$ cat config.mk
export PLATFORM = sky130hd
export DESIGN_NAME = modem_status_reg
export DESIGN_NICKNAME = d
export VERILOG_FILES = /design/src/rtl/msr_pkg.sv /design/src/rtl/msr_sync.sv /design/src/rtl/msr_src_sel.sv /design/src/rtl/msr_delta_detect.sv /design/src/rtl/modem_status_reg.sv
export SDC_FILE = /design/constraint.sdc
export NUM_CORES = 1
export LEC_CHECK = 0
export ABC_AREA = 1
export CORE_MARGIN = 1
export CORE_UTILIZATION = 46
export DETAILED_ROUTE_END_ITERATION = 10
export GPL_TIMING_DRIVEN = 0
export PLACE_DENSITY = 0.83
export SLEW_MARGIN = 20
export SYNTH_ARGS = -nofsm -noshare
export SYNTH_HDL_FRONTEND = slang
export SYNTH_HIERARCHICAL = 1
export SYNTH_SLANG_ARGS = --single-unit
$ cat constraint.sdc
create_clock -name clk -period 1.6 [get_ports clk]
set_clock_uncertainty 0.15 [all_clocks]
set_input_delay 0.24 -clock clk [delete_from_list [all_inputs] [get_ports clk]]
set_output_delay 0.24 -clock clk [all_outputs]
set_load 0.005 [all_outputs]
$ cat src/rtl/msr_pkg.sv
package msr_pkg;

    localparam int NLINES = 4;
    localparam int REG_W  = 2 * NLINES;

    // status / flag bit positions inside each nibble
    localparam int IDX_CD  = 3;
    localparam int IDX_RI  = 2;
    localparam int IDX_DSR = 1;
    localparam int IDX_CTS = 0;

    // only the ring line flags on a rising status edge
    localparam logic [NLINES-1:0] RISE_ONLY_MASK = 4'b0100;

    typedef struct packed {
        logic [NLINES-1:0] stat;
        logic [NLINES-1:0] flag;
        logic [REG_W-1:0]  rdata;
        logic [REG_W-1:0]  feat;
        logic              irq;
    } msr_state_t;

endpackage

$ cat src/rtl/msr_sync.sv
module msr_sync #(
    parameter int          WIDTH   = 4,
    parameter int          STAGES  = 2,
    parameter logic [WIDTH-1:0] RST_VAL = '1
) (
    input  logic             clk,
    input  logic             rst_n,
    input  logic [WIDTH-1:0] d,
    output logic [WIDTH-1:0] q
);
    logic [WIDTH-1:0] chain_q [STAGES];
    logic [WIDTH-1:0] chain_d [STAGES];

    always_comb begin
        chain_d[0] = d;
        for (int s = 1; s < STAGES; s++) begin
            chain_d[s] = chain_q[s-1];
        end
    end

    always_ff @(posedge clk or negedge rst_n) begin
        if (!rst_n) begin
            for (int s = 0; s < STAGES; s++) begin
                chain_q[s] <= RST_VAL;
            end
        end else begin
            for (int s = 0; s < STAGES; s++) begin
                chain_q[s] <= chain_d[s];
            end
        end
    end

    assign q = chain_q[STAGES-1];
endmodule

$ cat src/rtl/msr_src_sel.sv
module msr_src_sel
    import msr_pkg::*;
(
    input  logic              loop_en,
    input  logic [NLINES-1:0] ctrl_out,
    input  logic [NLINES-1:0] pin_sync,
    output logic [NLINES-1:0] stat
);
    logic [NLINES-1:0] loop_stat;

    always_comb begin
        loop_stat          = '0;
        loop_stat[IDX_CD]  = ctrl_out[3];
        loop_stat[IDX_RI]  = ctrl_out[2];
        loop_stat[IDX_DSR] = ctrl_out[0];
        loop_stat[IDX_CTS] = ctrl_out[1];
        stat = loop_en ? loop_stat : ~pin_sync;
    end
endmodule

$ cat src/rtl/msr_delta_detect.sv
module msr_delta_detect
    import msr_pkg::*;
#(
    parameter logic [NLINES-1:0] RISE_ONLY = RISE_ONLY_MASK
) (
    input  logic [NLINES-1:0] cur,
    input  logic [NLINES-1:0] prev,
    output logic [NLINES-1:0] evt
);
    for (genvar i = 0; i < NLINES; i++) begin : g_line
        if (RISE_ONLY[i]) begin : g_rise
            assign evt[i] = cur[i] & ~prev[i];
        end else begin : g_any
            assign evt[i] = cur[i] ^ prev[i];
        end
    end
endmodule

$ cat src/rtl/modem_status_reg.sv
module modem_status_reg
    import msr_pkg::*;
#(
    parameter int              ADDR_W      = 3,
    parameter logic [ADDR_W-1:0] STAT_ADDR = 3'd6,
    parameter int              SYNC_STAGES = 2
) (
    input  logic              clk,
    input  logic              rst_n,
    input  logic [ADDR_W-1:0] host_addr,
    input  logic              host_rd,
    input  logic              host_wr,
    input  logic [REG_W-1:0]  host_wdata,
    output logic [REG_W-1:0]  host_rdata,
    input  logic              pin_cd,
    input  logic              pin_ri,
    input  logic              pin_dsr,
    input  logic              pin_cts,
    input  logic              loop_en,
    input  logic [NLINES-1:0] ctrl_out,
    output logic [REG_W-1:0]  feat_ctrl,
    output logic              msi_irq
);
    msr_state_t st_q, st_d;

    logic [NLINES-1:0] pin_vec;
    logic [NLINES-1:0] pin_sync;
    logic [NLINES-1:0] cur_stat;
    logic [NLINES-1:0] evt;
    logic              rd_hit;
    logic              wr_hit;

    assign pin_vec = {pin_cd, pin_ri, pin_dsr, pin_cts};

    msr_sync #(
        .WIDTH  (NLINES),
        .STAGES (SYNC_STAGES),
        .RST_VAL('1)
    ) u_sync (
        .clk  (clk),
        .rst_n(rst_n),
        .d    (pin_vec),
        .q    (pin_sync)
    );

    msr_src_sel u_sel (
        .loop_en (loop_en),
        .ctrl_out(ctrl_out),
        .pin_sync(pin_sync),
        .stat    (cur_stat)
    );

    msr_delta_detect #(
        .RISE_ONLY(RISE_ONLY_MASK)
    ) u_det (
        .cur (cur_stat),
        .prev(st_q.stat),
        .evt (evt)
    );

    assign rd_hit = host_rd && (host_addr == STAT_ADDR);
    assign wr_hit = host_wr && (host_addr == STAT_ADDR);

    always_comb begin
        st_d      = st_q;
        st_d.stat = cur_stat;
        // new events win over a clearing read in the same cycle
        st_d.flag = (st_q.flag & ~{NLINES{rd_hit}}) | evt;
        if (rd_hit) begin
            st_d.rdata = {st_q.stat, st_q.flag};
        end else if (host_rd) begin
            st_d.rdata = '0;
        end
        if (wr_hit) begin
            st_d.feat = host_wdata;
        end
        st_d.irq = |st_d.flag;
    end

    always_ff @(posedge clk or negedge rst_n) begin
        if (!rst_n) begin
            st_q <= '0;
        end else begin
            st_q <= st_d;
        end
    end

    assign host_rdata = st_q.rdata;
    assign feat_ctrl  = st_q.feat;
    assign msi_irq    = st_q.irq;
endmodule

==> results by group <==
GRT
  • First-pass GRT wire length: 4271 um
  • Largest net degree at the start of global routing: 34
  • Vias in the first global route: 1095
  • GRT overflow: 0
  • GRT Total Usage: 0.1738
  • Initial antenna violation count: 0

Critical path
  • Crit path DAT: 1.14 ns
  • Reg-to-Reg Start: u_sync/q[1]
  • WP data required: 1.21 ns
  • Top delay family on crit path: buffers and inverters
  • Critical path's largest stage delay: 0.49 ns
  • CP Cell Sequence: clkdlybuf4s50_1
  • Max FO, Critical Path: 1
  • Slowest-stage cell, CP: clkdlybuf4s50_1
  • Worst Setup Start Kind: register
  • R2R setup slack: 0.30 ns
  • CP bufs+invs: 1
  • Setup CP Type: reg -> out
  • FF-to-FF path depth: 8
  • Worst R2R End: msi_irq
  • Crit path capture type: output port

Yosys
  • Top-area cell type share of the netlist area: 0.4429
  • Multiplexer area fraction after synthesis: 0
  • Largest family of logic cells by synthesized area: buffers and inverters
  • Mapped Area: 1413 um^2
  • Dominant synthesized flop cell: dfrtp_1
  • Commonest cells post-synth: 36 x inv_1, 26 x nand2_1, 25 x dfrtp_1
  • Post-synth ARST share: 1.000
  • EDFF count, synth: 0
  • Syn_area_per_cell: 9.878 um^2
  • Syn Inst Count: 143
  • Cell accounting for the most synthesized area: dfrtp_1
  • Sequential element share of the synthesized area: 0.5917
  • Post-Synthesis Net Count: 167
  • Xor/xnor cell area share of the yosys netlist: 0
  • Synth area leaders: dfrtp_1 44%, dfstp_2 15%, inv_1 9.6%
  • Yosys cell types: 13
  • Post-synthesis simple-gate area fraction: 0.1284
  • Synth Area in Adders: 0
  • Count leader, synth: inv_1
  • YS warnings: 6
  • FF+latch count, synth: 33
  • Compound-Gate Fraction of Synth Area: 0.07795

Power and ir drop
  • Leak Pwr: 1.044 nW
  • PD cells: 903.4 nW/um^2
  • VDD IR max: 0.0006930 V

Routing
  • 1st-pass router iterations: 7
  • Post-route ant nets: 0
  • Routed via count: 1024
  • Avg WL per Cell: 10.62 um
  • Drt via density: 4.472
  • Total wire length: 2433 um
  • DRC viols: 3
  • DR iter-0 viols: 16

Timing
  • Setup-failing EPs final: 0
  • Setup TNS: 0 ns
  • Slew headroom: 0.5230
  • Final Max Slew Viols: 0
  • Final hold violations: 0
  • Fmax: 651.8 MHz
  • Final period util: 0.9589
  • RSZ-0062 raised after global routing: false
  • Tmin final: 1.534 ns
  • Actual slew at the worst max-slew pin: 0.7155 ns

Finish
  • Nets@finish: 221
  • Utilization after layout: 0.6811
  • Synth-to-layout area growth: 36.40%
  • ANT cells: 0
  • Share of cells above drive strength 1: 0.2475
  • Fin area: 1927 um^2

Floorplanning
  • Core ar.: 2829 um^2
  • Initial Utilization: 0.4993
  • # rows: 19
  • Height of the die: 57.42 um
  • I/O pin total: 41
  • Die ar.: 3296 um^2
  • Die width: 57.42 um

Hold path
  • Hold Path Stages: 2
  • Worst Min Path Start: host_rd
  • Hold Crit Endpoint: host_rdata[6]
  • Hold WC Path Type: in -> reg

Run status
  • Failing checks: DRC
  • Outcome: finished with violations

Place
  • PortBufs: 39
  • Area after DPL: 1837 um^2
  • Post-DP HPWL: 1787 um
  • Routability cong.: 0.7297

Clock tree
  • Num Clock Sinks: 33
  • Total CTS buffers: 5
  • CTS tree: done
  • Clock root buffer: clkbuf_4
  • Worst skew pair latency: 0.32 ns
  • H-tree Lvls: 2
  • Max Root-Sink Buffers: 2
  • Clk slew on worst S/H paths: 0.09 ns

Job
  • # Max-Cap Violations: 0
[layer usage]
layer	share of wire	global-route usage	vias up
met2	0.54	0.3090	38
met3	0.065	0.04762	8
met5	0	0	-
met1	0.37	0.1831	454
met4	0.023	0.1010	0
li1	-	-	524
[final cells by class]
class | count | area, um^2
fillers | 231 | 902.1
flip-flops and latches | 33 | 835.8
repair buffers | 47 | 426.7
multi-input cells | 55 | 291.5
plain buffers | 19 | 150.1
inverters | 36 | 135.1
clock buffers | 8 | 48.80
well taps | 31 | 38.79
[timing repair]
item	CTS	global route
setup buffers	7	0
hold buffers	1	0
gates resized for setup	16	1
endpoints found under the hold margin	25	0
setup endpoints to repair	16	1
[flip-flops by register name, indices dropped and copies added (netlist names)]
register	cells
feat_ctrl	8
u_sync/chain_d	4
u_sync/q	4
st_q	8
host_rdata	8
msi_irq	1
[power by group]
part	switching, W	internal, W	total, W
clock network	0.000252	0.000175	0.000427
registers	0.0000418	0.000915	0.000956
logic	0.000137	0.000221	0.000358
total	0.000430	0.00131	0.00174
[kinds of logic after synthesis]
logic type / after synthesis
buffers and inverters: 55
AND/OR/NAND/NOR: 35
flip-flops: 33
AO/OA/AOI/OAI: 20
[placed cells by master (no fill, tap or decap)]
cell type and instances:
inv_1 36, nand2_1 26, buf_4 25, dfrtp_1 25
clkdlybuf4s50_1 22, dlygate4sd2_1 15, o22ai_1 8, dfstp_2 8
o21ai_0 7, o21ai_1 5, clkbuf_4 5, nand2_2 4
clkbuf_1 3, nand4_4 2, buf_6 2, nor2_2 2
dlygate4sd3_1 1, buf_2 1, nor2_1 1
[worst max path at each step]
stage | end | slack [ns] | start | cells past startpoint
6_report | msi_irq | 0.07 | msi_irq | 1
5_1_grt | msi_irq | 0.01 | msi_irq | 1
4_1_cts | msi_irq | 0.05 | msi_irq | 1
3_5_place_dp | msi_irq | -0.23 | loop_en | 9
3_3_place_gp | feat_ctrl[1] | -0.39 | rst_n | 1
2_1_floorplan | msi_irq | 0.39 | u_sync/q[0] | 8
[through the flow]
stage               cells  total power [W]  setup slack [ns]  hold WS (ns)
finish                229         0.001741           0.06572       0.04199
global route          229         0.001847           0.01250       0.04371
CTS                   229         0.001752           0.04986       0.03473
detailed placement    213         0.001328           -0.2309        0.1831
global placement      213         0.001310           -0.3859        0.1956
floorplan             143         0.001129            0.3872       -0.2056
No activity file was read; power rests on OpenSTA's default activity.
